--- src/rtl/qarith_pkg.sv ---
`timescale 1ns/1ps
package qarith_pkg;
    typedef enum logic [1:0] {
        SZ_BYTE = 2'b00,
        SZ_WORD = 2'b01,
        SZ_LONG = 2'b10,
        SZ_RSVD = 2'b11
    } size_e;

    typedef enum logic [1:0] {
        ST_IDLE,
        ST_WRITE,
        ST_TRAP
    } state_e;

    typedef struct packed {
        logic x;
        logic n;
        logic z;
        logic v;
        logic c;
    } ccr_t;

    localparam int CCR_W = 5;
endpackage

--- src/rtl/qarith_operand.sv ---
`timescale 1ns/1ps
module qarith_operand #(
    parameter int IMM_W  = 3,
    parameter int DATA_W = 32
) (
    input  logic [IMM_W-1:0]  imm,
    output logic [DATA_W-1:0] operand
);
    localparam logic [DATA_W-1:0] WRAP_VAL = DATA_W'(1) << IMM_W;

    always_comb begin
        if (imm == '0) begin
            operand = WRAP_VAL;
        end else begin
            operand = DATA_W'(imm);
        end
    end
endmodule

--- src/rtl/qarith_lane.sv ---
`timescale 1ns/1ps
module qarith_lane #(
    parameter int W = 8
) (
    input  logic [W-1:0] a,
    input  logic [W-1:0] b,
    input  logic         sub,
    output logic [W-1:0] res,
    output logic         carry,
    output logic         ovf
);
    logic [W:0] ext;

    always_comb begin
        if (sub) begin
            ext = {1'b0, a} - {1'b0, b};
            ovf = (a[W-1] != b[W-1]) && (ext[W-1] != a[W-1]);
        end else begin
            ext = {1'b0, a} + {1'b0, b};
            ovf = (a[W-1] == b[W-1]) && (ext[W-1] != a[W-1]);
        end
        res   = ext[W-1:0];
        carry = ext[W];
    end
endmodule

--- src/rtl/qarith_alu.sv ---
`timescale 1ns/1ps
module qarith_alu
    import qarith_pkg::*;
#(
    parameter int DATA_W = 32
) (
    input  logic [DATA_W-1:0] a,
    input  logic [DATA_W-1:0] b,
    input  logic              sub,
    input  logic [1:0]        size,
    output logic [DATA_W-1:0] res_sz,
    output logic [DATA_W-1:0] res_full,
    output ccr_t              ccr
);
    localparam int NLANE = 3;

    logic [DATA_W-1:0] lane_res [NLANE];
    logic [NLANE-1:0]  lane_c;
    logic [NLANE-1:0]  lane_v;
    logic [NLANE-1:0]  lane_n;

    for (genvar g = 0; g < NLANE; g++) begin : g_lane
        localparam int LW = DATA_W >> (NLANE - 1 - g);
        logic [LW-1:0] r;
        qarith_lane #(.W(LW)) u_lane (
            .a     (a[LW-1:0]),
            .b     (b[LW-1:0]),
            .sub   (sub),
            .res   (r),
            .carry (lane_c[g]),
            .ovf   (lane_v[g])
        );
        assign lane_res[g] = DATA_W'(r);
        assign lane_n[g]   = r[LW-1];
    end

    logic [1:0] sel;

    always_comb begin
        unique case (size_e'(size))
            SZ_BYTE: sel = 2'd0;
            SZ_WORD: sel = 2'd1;
            default: sel = 2'd2;
        endcase
        res_sz   = lane_res[sel];
        res_full = lane_res[NLANE-1];
        ccr.c    = lane_c[sel];
        ccr.x    = lane_c[sel];
        ccr.v    = lane_v[sel];
        ccr.n    = lane_n[sel];
        ccr.z    = (lane_res[sel] == '0);
    end
endmodule

--- src/rtl/qarith_merge.sv ---
`timescale 1ns/1ps
module qarith_merge
    import qarith_pkg::*;
#(
    parameter int DATA_W = 32
) (
    input  logic [DATA_W-1:0] src,
    input  logic [DATA_W-1:0] res_sz,
    input  logic [DATA_W-1:0] res_full,
    input  logic [1:0]        size,
    input  logic              dst_addr,
    output logic [DATA_W-1:0] wb
);
    localparam int BYTE_W = DATA_W / 4;
    localparam int WORD_W = DATA_W / 2;

    always_comb begin
        if (dst_addr) begin
            wb = res_full;
        end else begin
            unique case (size_e'(size))
                SZ_BYTE: wb = {src[DATA_W-1:BYTE_W], res_sz[BYTE_W-1:0]};
                SZ_WORD: wb = {src[DATA_W-1:WORD_W], res_sz[WORD_W-1:0]};
                default: wb = res_sz;
            endcase
        end
    end
endmodule

--- src/rtl/qarith_exec.sv ---
`timescale 1ns/1ps
module qarith_exec
    import qarith_pkg::*;
#(
    parameter int DATA_W = 32,
    parameter int IMM_W  = 3,
    parameter int IDX_W  = 3
) (
    input  logic              clk,
    input  logic              rst,
    input  logic              in_valid,
    input  logic              in_sub,
    input  logic [IMM_W-1:0]  imm,
    input  logic [1:0]        size,
    input  logic              dst_addr,
    input  logic [IDX_W-1:0]  dst_idx,
    input  logic [DATA_W-1:0] src_val,
    input  logic [4:0]        flags_in,
    output logic              out_valid,
    output logic              wb_en,
    output logic [DATA_W-1:0] wb_val,
    output logic [IDX_W-1:0]  wb_idx,
    output logic              wb_addr,
    output logic [4:0]        flags_out,
    output logic              flags_en,
    output logic              illegal
);
    state_e            state_q, state_d;
    logic [DATA_W-1:0] operand;
    logic [DATA_W-1:0] res_sz, res_full, wb_d;
    ccr_t              ccr_new;
    ccr_t              ccr_q;
    logic [DATA_W-1:0] wb_q;
    logic [IDX_W-1:0]  idx_q;
    logic              addr_q;
    logic              legal;

    qarith_operand #(.IMM_W(IMM_W), .DATA_W(DATA_W)) u_operand (
        .imm     (imm),
        .operand (operand)
    );

    qarith_alu #(.DATA_W(DATA_W)) u_alu (
        .a        (src_val),
        .b        (operand),
        .sub      (in_sub),
        .size     (size),
        .res_sz   (res_sz),
        .res_full (res_full),
        .ccr      (ccr_new)
    );

    qarith_merge #(.DATA_W(DATA_W)) u_merge (
        .src      (src_val),
        .res_sz   (res_sz),
        .res_full (res_full),
        .size     (size),
        .dst_addr (dst_addr),
        .wb       (wb_d)
    );

    assign legal = (size_e'(size) != SZ_RSVD) &&
                   !(dst_addr && (size_e'(size) == SZ_BYTE));

    always_comb begin
        state_d = ST_IDLE;
        unique case (state_q)
            ST_IDLE: begin
                if (in_valid) state_d = legal ? ST_WRITE : ST_TRAP;
            end
            ST_WRITE: begin
                if (in_valid) state_d = legal ? ST_WRITE : ST_TRAP;
            end
            ST_TRAP: begin
                if (in_valid) state_d = legal ? ST_WRITE : ST_TRAP;
            end
            default: state_d = ST_IDLE;
        endcase
    end

    always_ff @(posedge clk) begin
        if (rst) begin
            state_q <= ST_IDLE;
        end else begin
            state_q <= state_d;
        end
    end

    always_ff @(posedge clk) begin
        if (rst) begin
            ccr_q  <= '0;
            wb_q   <= '0;
            idx_q  <= '0;
            addr_q <= 1'b0;
        end else if (in_valid) begin
            wb_q   <= wb_d;
            idx_q  <= dst_idx;
            addr_q <= dst_addr;
            if (legal && !dst_addr) begin
                ccr_q <= ccr_new;
            end else begin
                ccr_q <= ccr_t'(flags_in);
            end
        end
    end

    always_comb begin
        out_valid = 1'b0;
        wb_en     = 1'b0;
        flags_en  = 1'b0;
        illegal   = 1'b0;
        unique case (state_q)
            ST_IDLE: begin
            end
            ST_WRITE: begin
                out_valid = 1'b1;
                wb_en     = 1'b1;
                flags_en  = !addr_q;
            end
            ST_TRAP: begin
                out_valid = 1'b1;
                illegal   = 1'b1;
            end
            default: begin
            end
        endcase
    end

    assign wb_val    = wb_q;
    assign wb_idx    = idx_q;
    assign wb_addr   = addr_q;
    assign flags_out = ccr_q;
endmodule

--- config.mk ---
export PLATFORM = sky130hd
export DESIGN_NAME = qarith_exec
export DESIGN_NICKNAME = d
export VERILOG_FILES = /design/src/rtl/qarith_pkg.sv /design/src/rtl/qarith_operand.sv /design/src/rtl/qarith_lane.sv /design/src/rtl/qarith_alu.sv /design/src/rtl/qarith_merge.sv /design/src/rtl/qarith_exec.sv
export SDC_FILE = /design/constraint.sdc
export NUM_CORES = 1
export LEC_CHECK = 0
export CAP_MARGIN = 20
export CORE_MARGIN = 3
export CORE_UTILIZATION = 51
export CTS_CLUSTER_SIZE = 20
export DETAILED_ROUTE_END_ITERATION = 12
export PLACE_DENSITY = 0.82
export SETUP_SLACK_MARGIN = 0.02
export SYNTH_ARGS = -nofsm -noshare
export SYNTH_HDL_FRONTEND = slang
export SYNTH_SLANG_ARGS = --single-unit
--- constraint.sdc ---
create_clock -name clk -period 4.5 [get_ports clk]
set_input_delay 0.9 -clock clk [delete_from_list [all_inputs] [get_ports clk]]
set_output_delay 0.9 -clock clk [all_outputs]
set_load 0.01 [all_outputs]
Word-level counts from Yosys, hierarchy flattened:

Cells that the tools add are included.

* output and inout bits: 45
* flip-flop bits (word level): 43
* input bits: 50

* add/sub/neg operators: 6
* mux-type cells: 25
* bitwise operators: 3
* equality and inequality tests: 16
* reductions and logical operators: 19
* magnitude comparators: 2

Operators with widths (count)
* 2-to-1 mux 32 bit: 3
* binary-select mux 32 bit (select 2 bit): 1
* case mux 32 bit (2 select lines): 1
* adder 32 x 4 -> 33 bit: 1
* 2-to-1 mux 33 bit: 1
* subtractor 32 x 4 -> 33 bit: 1
* zero test 32 bit: 1
* adder 16 x 4 -> 17 bit: 1
* 2-to-1 mux 17 bit: 1
* subtractor 16 x 4 -> 17 bit: 1
* 2-to-1 mux 1 bit: 10
* adder 8 x 4 -> 9 bit: 1
* logical AND 1 bit: 9
* 2-to-1 mux 9 bit: 1
* subtractor 8 x 4 -> 9 bit: 1
* binary-select mux 1 bit (select 2 bit): 3
* != test 1 bit: 6
* OR reduction 3 bit: 2
* 2-to-1 mux 5 bit: 1
* equality test 2 x 1 -> 1 bit, second input constant: 2
* zero test 2 bit: 2
* 2-to-1 mux 4 bit: 1
* case mux 2 bit (2 select lines): 1
* equality test 1 bit, second input constant: 3
* 11 further kinds: 16

Longest topological paths before layout:

Gate-level depths: netlist (run 1).

* word-level depth: 9
* gate-level depth with buffers: 15
* depth with buffers taken out: 15

Hierarchy:

From an unflattened synthesis (run 1), not the netlist that was laid out.

* cells, all modules: 1236
* area total of the unflattened synthesis: 8978.6 um2

Modules (own cells, without submodules)
* qarith_lane (u_alu.g_lane[2].u_lane): seq. area each 0.0 um2, area an instance 3565.9 um2, times used 1, cells an instance 539
* qarith_exec: seq. area each 860.8 um2, area an instance 1615.3 um2, times used 1, cells an instance 154
* qarith_lane (u_alu.g_lane[1].u_lane): seq. area each 0.0 um2, area an instance 1587.8 um2, times used 1, cells an instance 229
* qarith_lane (u_alu.g_lane[0].u_lane): seq. area each 0.0 um2, area an instance 752.0 um2, times used 1, cells an instance 97
* qarith_merge: seq. area each 0.0 um2, area an instance 660.6 um2, times used 1, cells an instance 98
* qarith_alu: seq. area each 0.0 um2, area an instance 561.8 um2, times used 1, cells an instance 86
* qarith_operand: seq. area each 0.0 um2, area an instance 235.2 um2, times used 1, cells an instance 33

Least setup slack after synthesis (run 1):

Ideal clock, no wire load.

* path type: input to register
* from: in imm[1]
* to: reg ccr_q, in the netlist flags_out[2]
* data arrival time: 4030 ps
* library setup time: 79 ps
* stages: 15
* buffers on the path: 1
* setup slack: 390 ps
* required time: 4421 ps
* cells stage by stage: or3_1 > ha_1 > clkbuf_1 > o21a_1 > o31ai_1 > nand2_1 > nor3_1 > ha_1 > a21oi_1 > nand2_1 > nor3_1 > nor4b_1 > nand4_1 > o41a_1 > a211oi_2

* longest elaborated chain between the ends: 9
* elaborated cells on any way between the ends: 16

Ends and longest elaborated chain
* from (decl): RTL line qarith_exec.sv:13 `input logic [IMM_W-1:0] imm,`
* zero test 3 bit: RTL line qarith_operand.sv:12 `if (imm == '0) begin`
* 2-to-1 mux 4 bit *: RTL line qarith_operand.sv:12
* adder 32 x 4 -> 33 bit, or another cell as far along: RTL line qarith_lane.sv:19 `ext = {1'b0, a} + {1'b0, b};`
* 2-to-1 mux 33 bit, or another cell as far along: RTL line qarith_lane.sv:15 `if (sub) begin`
* binary-select mux 32 bit (select 2 bit) *: RTL line qarith_alu.sv:51 `ccr.z = (lane_res[sel] == '0);`
* 2-to-1 mux 32 bit (implied by the code) * (2 in a row): RTL line qarith_alu.sv:51
* zero test 32 bit *: RTL line qarith_alu.sv:51
* 2-to-1 mux 5 bit *: RTL line qarith_exec.sv:99 `if (legal && !dst_addr) begin`
* to (signal assigned): RTL line qarith_exec.sv:100 `ccr_q <= ccr_new;`
* to (signal assigned): RTL line qarith_exec.sv:102 `ccr_q <= ccr_t'(flags_in);`
* to (decl): RTL line qarith_exec.sv:32 `ccr_t ccr_q;`

Mark *: on every way between the ends. The rest lies on a longest branch, timed or not. The select of a mux whose other input is x is not followed.
A chain may end at the register's enable or synchronous reset.

Final worst setup path (run 1):

Ends and elaborated chain as after synthesis.

==> metrics.yaml, run 1 <==
dieArea_um2: 8880
cts_htree_levels: 2
yosysWarnings: 0
arrival_ns: 4.46
drive_gt1_share_pct: 13.3
max_cap_viol_count: 0
hold_end: "wb_val[12]"
grt_antenna_before_repair: 0
grt_pass1_wl_um: 21000
final_cells: 751
tightestPinTransition_ns: 0.848
die_w_um: 94.3
start_util_pct: 53.6
max-slew-margin-rel_pct: 43.5
area_delta_synth_final_pct: 34.3
grt.total_usage_pct: 30.0
pin_count: 95
place_inst: 743
final_common_cell: "clkdlybuf4s50_1"
r2r_end: "flags_out[2]"
dr.pass1.iters: 5
worst-r2r-cell-count: 3
worstSetupPathType: "in2reg"
final_cell_mix: "93 x clkdlybuf4s50_1, 79 x nor2_1, 58 x buf_4"
yosysSeqAreaShare_pct: 21.7
grt_pass1_vias: 4160
vias: 4541
wl_um: 13200
nNetsFinal: 721
synth_top_flop_cell: "dfxtp_1"
powerDensity_nw_per_um2: 202
reg2reg_slack_ns: 3.34
endpoint_kind: "flop"
fin_crit_sh_pct: 94.2
syn_area_per_cell_um2: 7.41
slew_viol_final: 0
cts_buffer_depth: 2
critPathMaxFanout: 7
rsz0062_at_grt: "false"
ys_types: 73
row_count: 31
port_buffers: 94
core-area_um2: 7410
critPathLaunchType: "input port"
hp-start: "wb_val[12]"
clkLatencyLatePin_ns: 0.30
ir_worst_vdd_mv: 0.158
clock_sinks: 43
cts_setup_buffers: 0
synth_fp_nets: 606
holdPathStages: 2
diodes: 0
status: "complete, no violations"
tritoncts: "yes"
postSynthCellCount: 536
grt_max_degree: 50
r2r-start: "flags_out[2]"
placed_area_um2: 5230
cts-root-buf: "clkbuf_8"
avgViaCountPerCell: 6.05
clock.fmax_mhz: 236
yosys-top-cells-area: "dfxtp_1 22%, nor2_1 7.5%, ha_1 5.7%"
wl_per_cell_um: 17.6
fin_skew_ns: 0.0000531
grt.overflow.total: 0
synth_seq_cells: 43
detail-route-antenna-nets: 0
path_clk_slew_ns: 0.08
gp_congestion: 1.00
synth_edf_count: 0
hold_class: "reg2reg"
power_leakage_nw: 2.01
fin_util_pct: 72.0
synth-async-reset-ratio_pct: 0
synth_area_leader_cell: "dfxtp_1"
hold_slack_ns: 0.487
hpwlAfterDp_um: 10800
fin_crit_ns: 4.24
cp.required_ns: 4.72
synth_top_area_share_pct: 21.7
stdcell_area_um2: 5340
critPathLaunch: "imm[1]"
hold_viol: 0
die_h_um: 94.3
syn_area_um2: 3970
cts-buffers-inserted: 5
setup_viol: 0
drt_iter0_drc: 460
drc: 0
routing by layer:
layer / wire length (µm) / share of wire (%) / GRT usage [%] / vias up
li1: - / - / - / 2177
met1: 5910 / 45 / 43.0 / 2098
met2: 5950 / 45 / 47.6 / 235
met3: 1120 / 8.4 / 3.77 / 31
met4: 263 / 2.0 / 7.22 / 0
met5: 0 / 0 / 0 / -
Yosys cell counts, drive strengths merged, types with 3 or more instances:
master and instances:
nand2 39, buf 8, nor4 6, a21oi 21, xor2 7, o31ai 4, a31oi 10, clkbuf 35
nand4 14, mux2i 14, a211oi 21, a2111oi 7, a311oi 9, xnor2 24, nor3b 4, and3 6
or2 3, o21ai 19, o21a 3, and2 6, a32oi 4, dfxtp 43, nand2b 4, nor3 22
or4 5, nor2b 9, a221oi 3, nand3 17, or3 16, ha 18, inv 23, nor2 79
layout make-up:
class | count | area (µm²)
multi-input combinational | 426 | 2790
fill | 626 | 2070
timing repair buffer | 152 | 1370
sequential | 43 | 861
tap | 99 | 124
clock buffer | 7 | 96.3
inverter | 23 | 86.3
clock inverter | 1 | 7.51
through the flow:
stage,worst slack [ns],total power [W],setup TNS [ns]
after CTS,0.108,0.00108,0
final,0.263,0.00108,0
after floorplan,0.390,0.000625,0
after detailed placement,-0.183,0.000802,-0.183
after global routing,0.0588,0.00114,0
after global placement,0.112,0.000794,0
how the worst max path moves through the flow:
stage                         to  depth (start not counted)  slack, ns
global placement    flags_out[2]                         15       0.11
finish              flags_out[2]                         15       0.26
CTS                 flags_out[2]                         15       0.11
detailed placement  flags_out[2]                         15      -0.18
floorplan           flags_out[2]                         15       0.39
global route        flags_out[2]                         15       0.06
cell families (layout without fill, tap and decap cells):
logic type / count (synthesis) / in the layout / share of synthesized area (%)
AOI/OAI and AO/OA: 122 / 122 / 22.6
xor gates and xnor gates: 31 / 31 / 6.83
adders and majority gates: 20 / 20 / 6.68
buffers and inverters: 67 / 183 / 8.28
DFF: 43 / 43 / 21.7
muxes: 15 / 15 / 3.81
and+or+nand+nor: 238 / 238 / 30.1
critical path, stage by stage:
cell and delay, ns:
clkdlybuf4s50_1 0.43, or3_1 0.40, ha_1 0.39, o21a_1 0.17, o31ai_1 0.10, nand2_1 0.13
nor3_1 0.15, ha_1 0.25, a21oi_1 0.20, nand2_1 0.07, nor3_1 0.16, nor4b_2 0.31
nand4_1 0.16, o41a_1 0.44, a211oi_2 0.21
report_power, final:
part           internal [W]  switching [W]
clock              0.000140       0.000141
combinational      0.000183       0.000195
sequential         0.000408      0.0000141
state kept, by name, indices dropped and copies added (netlist names):
name	count
wb_addr	1
wb_idx	3
state_q	2
wb_val	32
flags_out	5
what timing repair did:
action | in CTS | in global routing
endpoints found under the hold margin | 0 | 0
hold buffers | 0 | 0
setup endpoints to repair | 0 | 1
resized for setup | 0 | 1
No activity file was read; power rests on OpenSTA's default activity.
==> inputs of run 2 (changes only) <==
--- a/config.mk
+++ b/config.mk
@@ -6,7 +6,7 @@
 export NUM_CORES = 1
 export LEC_CHECK = 0
 export CAP_MARGIN = 20
-export CORE_MARGIN = 3
+export CORE_MARGIN = 2
 export CORE_UTILIZATION = 51
 export CTS_CLUSTER_SIZE = 20
 export DETAILED_ROUTE_END_ITERATION = 12
==> run 2 against run 1 <==
Net effect:
- critical endpoint unchanged
- worst hold slack improved by 0.00059 ns
- die area down 4.2%
- sequential share of layout area is 0.064 points lower
- critical path depth did not move
- final cell count increased by 0.53%
- final area rose by 0.40%
- critical path type unchanged
- register-to-register slack about the same
- utilization shrank 2.0 points
==> metrics.yaml, run 2 (synthesis gave the netlist of run 1 again) <==
status: "complete, no violations"
ir_worst_vdd_mv: 0.176
fin_skew_ns: 0.0000149
fin_crit_sh_pct: 94.4
cp_top_family: "simple AND/OR/NAND/NOR gates"
r2r-start: "flags_out[2]"
power.total_w: 0.00112
slew_viol_final: 0
final_cell_mix: "93 x clkdlybuf4s50_1, 79 x nor2_1, 59 x buf_4"
dieArea_um2: 8510
die_h_um: 92.3
cp.required_ns: 4.73
vias: 4600
core-area_um2: 7650
place_ws_ns: -0.126
diodes: 0
wl_um: 13600
nNetsFinal: 722
pin_count: 95
cp_num_buf_inv: 1
drive_gt1_share_pct: 13.5
clkLatencyLatePin_ns: 0.30
grt_max_degree: 50
critPathLaunch: "imm[1]"
grt.overflow.total: 0
row_count: 32
grt.total_usage_pct: 31.4
drc: 0
hpwlAfterDp_um: 10800
port_buffers: 94
grt_pass1_wl_um: 21500
dr.pass1.iters: 5
cts_htree_levels: 2
detail-route-antenna-nets: 0
endpoint_kind: "flop"
fin_crit_ns: 4.25
arrival_ns: 4.48
die_w_um: 92.3
holdBufCountCts: 0
post_cts_resized: 0
path_clk_slew_ns: 0.09
cts_setup_buffers: 0
cts-buffers-inserted: 5
max_cap_viol_count: 0
path_cells: "clkdlybuf4s50_1 > or3_1 > ha_1 > o21a_1 > o31ai_1 > nand2_1 > nor3_1 > ha_1 > a21oi_1 > nand2_1 > nor3_1 > nor4b_2 > nand4_1 > o41a_1 > a211oi_2"
grt_antenna_before_repair: 0
gp_congestion: 1.02
cts-root-buf: "clkbuf_8"
largest_reg_flops: 32
cts_buffer_depth: 2
avgViaCountPerCell: 6.09
tightestPinTransition_ns: 0.981
clock_sinks: 43
critPathMaxFanout: 7
critPathLaunchType: "input port"
tns_ns: 0
clock.fmax_mhz: 235
rsz0062_at_grt: "false"
hold_slack_ns: 0.487
critPathSlowestCell: "o41a_1"
hp-start: "wb_val[12]"
max-slew-margin-rel_pct: 34.6
grt_pass1_vias: 4308
start_util_pct: 51.9
drt_iter0_drc: 498
hold_class: "reg2reg"
fin_util_pct: 70.0
finalWorstSetupSlack_ns: 0.250
cp_slowest_stage_delay_ns: 0.43
tritoncts: "yes"
n_fill_cell: 653
powerDensity_nw_per_um2: 208
area_delta_synth_final_pct: 34.8
setup_viol: 0
final_common_cell: "clkdlybuf4s50_1"
worstSetupPathType: "in2reg"
power_leakage_nw: 2.02
hold_viol: 0
wl_per_cell_um: 18.0
-- run 2: cell count changes in the layout (fill, tap and decap cells not counted), sizes merged --
cell      change
bufinv        +1
clkbuf        -2
clkinv        +2
clkinvlp      -1
buf           +1
-- run 2: worst register-to-register path, cell delays in order, from the launching register on --
cell,delay [ns]
dfxtp_1,0.37
or2b_2,0.30
a31o_2,0.26
a211oi_2,0.16
-- run 2: area by class of cell --
type	count	area, µm²	share of cell area (%)
multi-input combinational	426	2790	52.1
clock inverter	3	43.8	0.818
clock buffer	5	68.8	1.28
timing repair buffer	153	1380	25.7
inverter	23	86.3	1.61
sequential	43	861	16.1
tap	102	128	2.38
-- run 2: path summary, 6_finish.rpt --
check	endpoint	slack [ns]	cells past startpoint
hold reg to reg	wb_val[12]	0.49	2
setup reg to reg	flags_out[2]	3.34	3
setup / recovery	flags_out[2]	0.25	15
hold / removal	wb_val[12]	0.49	2
-- run 2: power breakdown --
group          internal, W  switching (W)  leakage [nW]
Combinational     0.000182       0.000197          1.60
Sequential        0.000408      0.0000145         0.356
Clock             0.000166       0.000149        0.0581
-- run 2: per-layer routing --
metal | wire [µm] | vias to the layer above | track usage (%)
li1 | - | 2189 | -
met1 | 6010 | 2141 | 44.7
met2 | 6020 | 233 | 48.5
met3 | 1140 | 37 | 4.93
met4 | 425 | 0 | 9.95
met5 | 0 | - | 0
-- run 2: through the flow --
step,cell area [µm²],instances
floorplan,3970,536
global placement,5240,747
detailed placement,5240,747
CTS,5350,755
global route,5360,755
finish,5360,755
==> inputs of run 3 (changes only) <==
--- a/config.mk
+++ b/config.mk
@@ -7,10 +7,10 @@
 export LEC_CHECK = 0
 export CAP_MARGIN = 20
 export CORE_MARGIN = 2
-export CORE_UTILIZATION = 51
+export CORE_UTILIZATION = 46
 export CTS_CLUSTER_SIZE = 20
 export DETAILED_ROUTE_END_ITERATION = 12
-export PLACE_DENSITY = 0.82
+export PLACE_DENSITY = 0.78
 export SETUP_SLACK_MARGIN = 0.02
 export SYNTH_ARGS = -nofsm -noshare
 export SYNTH_HDL_FRONTEND = slang
==> constraint.sdc (replaced) <==
create_clock -name clk -period 3.73 [get_ports clk]
set_input_delay 0.746 -clock clk [delete_from_list [all_inputs] [get_ports clk]]
set_output_delay 0.746 -clock clk [all_outputs]
set_load 0.01 [all_outputs]
==> run 3 against run 2 <==
Net effect:
- critical path type unchanged
- via count increased by 4.8%
- count of clock-buffer cells in the layout grew 1
- largest power group is now combinational cells
- first-iteration DRC count down 16%
- sequential share of layout area is 1.9 points lower
- final area is 14% higher
- critical path depth shrank 2
- register-to-register slack got worse by 0.90 ns
- critical endpoint unchanged
- sequential cell count unchanged
- sequential power up 21%
- combinational power grew 41%
==> metrics.yaml, run 3 (synthesis gave the netlist of run 1 again) <==
vias: 4820
final_common_cell: "buf_4"
die_w_um: 96.9
core-area_um2: 8300
start_util_pct: 47.9
port_buffers: 94
reg2reg_slack_ns: 2.44
final_cells: 828
critPathSlowestCell: "clkdlybuf4s50_1"
max_cap_viol_count: 0
endpoint_kind: "flop"
worstSetupPathType: "in2reg"
tritoncts: "yes"
fin_skew_ns: 0.0000951
hold_class: "reg2reg"
max-slew-margin-rel_pct: 39.5
clock_sinks: 43
grt_pass1_wl_um: 24400
grt_pass1_vias: 4774
drc: 0
status: "complete, no violations"
detail-route-antenna-nets: 0
cts_htree_levels: 2
holdBufCountCts: 0
power_leakage_nw: 2.39
final_cell_mix: "126 x buf_4, 90 x clkdlybuf4s50_1, 79 x nor2_1"
hold_end: "flags_out[1]"
holdPathStages: 2
place_inst: 813
drive_gt1_share_pct: 26.0
critPathMaxFanout: 5
cp_slowest_stage_delay_ns: 0.43
grt.overflow.total: 0
avgViaCountPerCell: 5.82
rsz0062_at_grt: "false"
powerDensity_nw_per_um2: 224
area_delta_synth_final_pct: 53.0
cts-root-buf: "clkbuf_8"
clkLatencyLatePin_ns: 0.30
row_count: 33
tightestPinTransition_ns: 0.907
finalWorstSetupSlack_ns: 0.155
wl_per_cell_um: 18.2
path_cells: "clkdlybuf4s50_1 > ha_1 > nand2b_1 > a2111o_1 > buf_4 > a2111oi_4 > buf_4 > buf_4 > a32oi_1 > xnor2_1 > and4_1 > nand4_1 > a211oi_2"
r2r-start: "flags_out[2]"
hold_viol: 0
path_clk_slew_ns: 0.10
nNetsFinal: 792
grt.total_usage_pct: 31.7
hold_slack_ns: 0.484
fin_crit_ns: 3.57
arrival_ns: 3.81
setup_viol: 0
die_h_um: 96.9
critPathLaunchType: "input port"
gp_congestion: 0.978
worst-r2r-cell-count: 3
ir_worst_vdd_mv: 0.113
diodes: 0
cts_buffer_depth: 2
wl_um: 15100
hpwlAfterDp_um: 12000
slew_viol_final: 0
largest_reg_flops: 32
drt_iter0_drc: 420
fin_crit_sh_pct: 95.8
cp.required_ns: 3.96
pin_count: 95
clock.fmax_mhz: 280
grt_max_degree: 46
grt_antenna_before_repair: 0
r2r_end: "flags_out[2]"
place_ws_ns: -0.580
dieArea_um2: 9400
hp-start: "flags_out[1]"
cts-buffers-inserted: 5
cpMostUsedCell: "buf_4"
dr.pass1.iters: 5
==> run 3: changes by cell type in the layout (fill, tap and decap cells not counted), sizes merged <==
cell and delta:
clkdlybuf4s50 -3, clkbuf +1, dlygate4sd2 +1, clkinvlp +1
bufinv -1, buf +70, dlymetal6s2s +2, clkinv -1
==> run 3: report_power, final <==
part | total (W) | internal, W | switching, W
registers | 0.000511 | 0.000492 | 0.0000186
logic | 0.000536 | 0.000270 | 0.000265
clock network | 0.000314 | 0.000131 | 0.000182
total | 0.00136 | 0.000894 | 0.000466
==> run 3: what timing repair did <==
action,CTS,global route
buffers inserted,5,3
cloned,0,0
resized for setup,23,20
setup endpoints to repair,7,9
pin swaps,20,18
==> run 3: routing by layer <==
metal / track usage [%] / vias up / part of all wire [%]
li1: - / 2321 / -
met1: 43.6 / 2227 / 45
met2: 50.8 / 236 / 45
met3: 5.27 / 36 / 7.8
met4: 9.64 / 0 / 2.6
met5: 0 / - / 0
==> run 3: cell type report <==
cell class / count / area (µm²)
sequential: 43 / 861
timing repair buffer: 223 / 1930
fill: 649 / 2220
inverter: 23 / 86.3
tap: 105 / 131
clock buffer: 6 / 72.6
multi-input combinational: 426 / 2990
clock inverter: 2 / 12.5
==> run 3: per-stage QoR <==
stage | TNS (ns) | instance area, µm² | util [%] | power (W)
after floorplan | 0 | 4000 | - | 0.000758
after global placement | -2.58 | 5750 | 69.3 | 0.00101
after detailed placement | -4.20 | 5750 | 69.3 | 0.00102
after CTS | 0 | 5960 | 71.8 | 0.00134
after global routing | 0 | 6080 | 73.3 | 0.00142
final | 0 | 6080 | 73.3 | 0.00136
==> run 3: how the worst max path moves through the flow <==
stage	start	to	depth (start not counted)
3_3_place_gp	imm[1]	flags_out[2]	11
6_report	src_val[1]	flags_out[2]	13
3_5_place_dp	imm[1]	flags_out[2]	11
5_1_grt	src_val[8]	flags_out[2]	13
4_1_cts	imm[0]	wb_val[23]	11
2_1_floorplan	imm[1]	flags_out[2]	15
==> run 3: critical path, delay by kind of cell <==
kind	cells	cell delay, ns
xor+xnor	1	0.24
compound gates	4	0.99
buf+inv	4	0.95
fa+ha+maj	1	0.31
simple gates	3	0.57
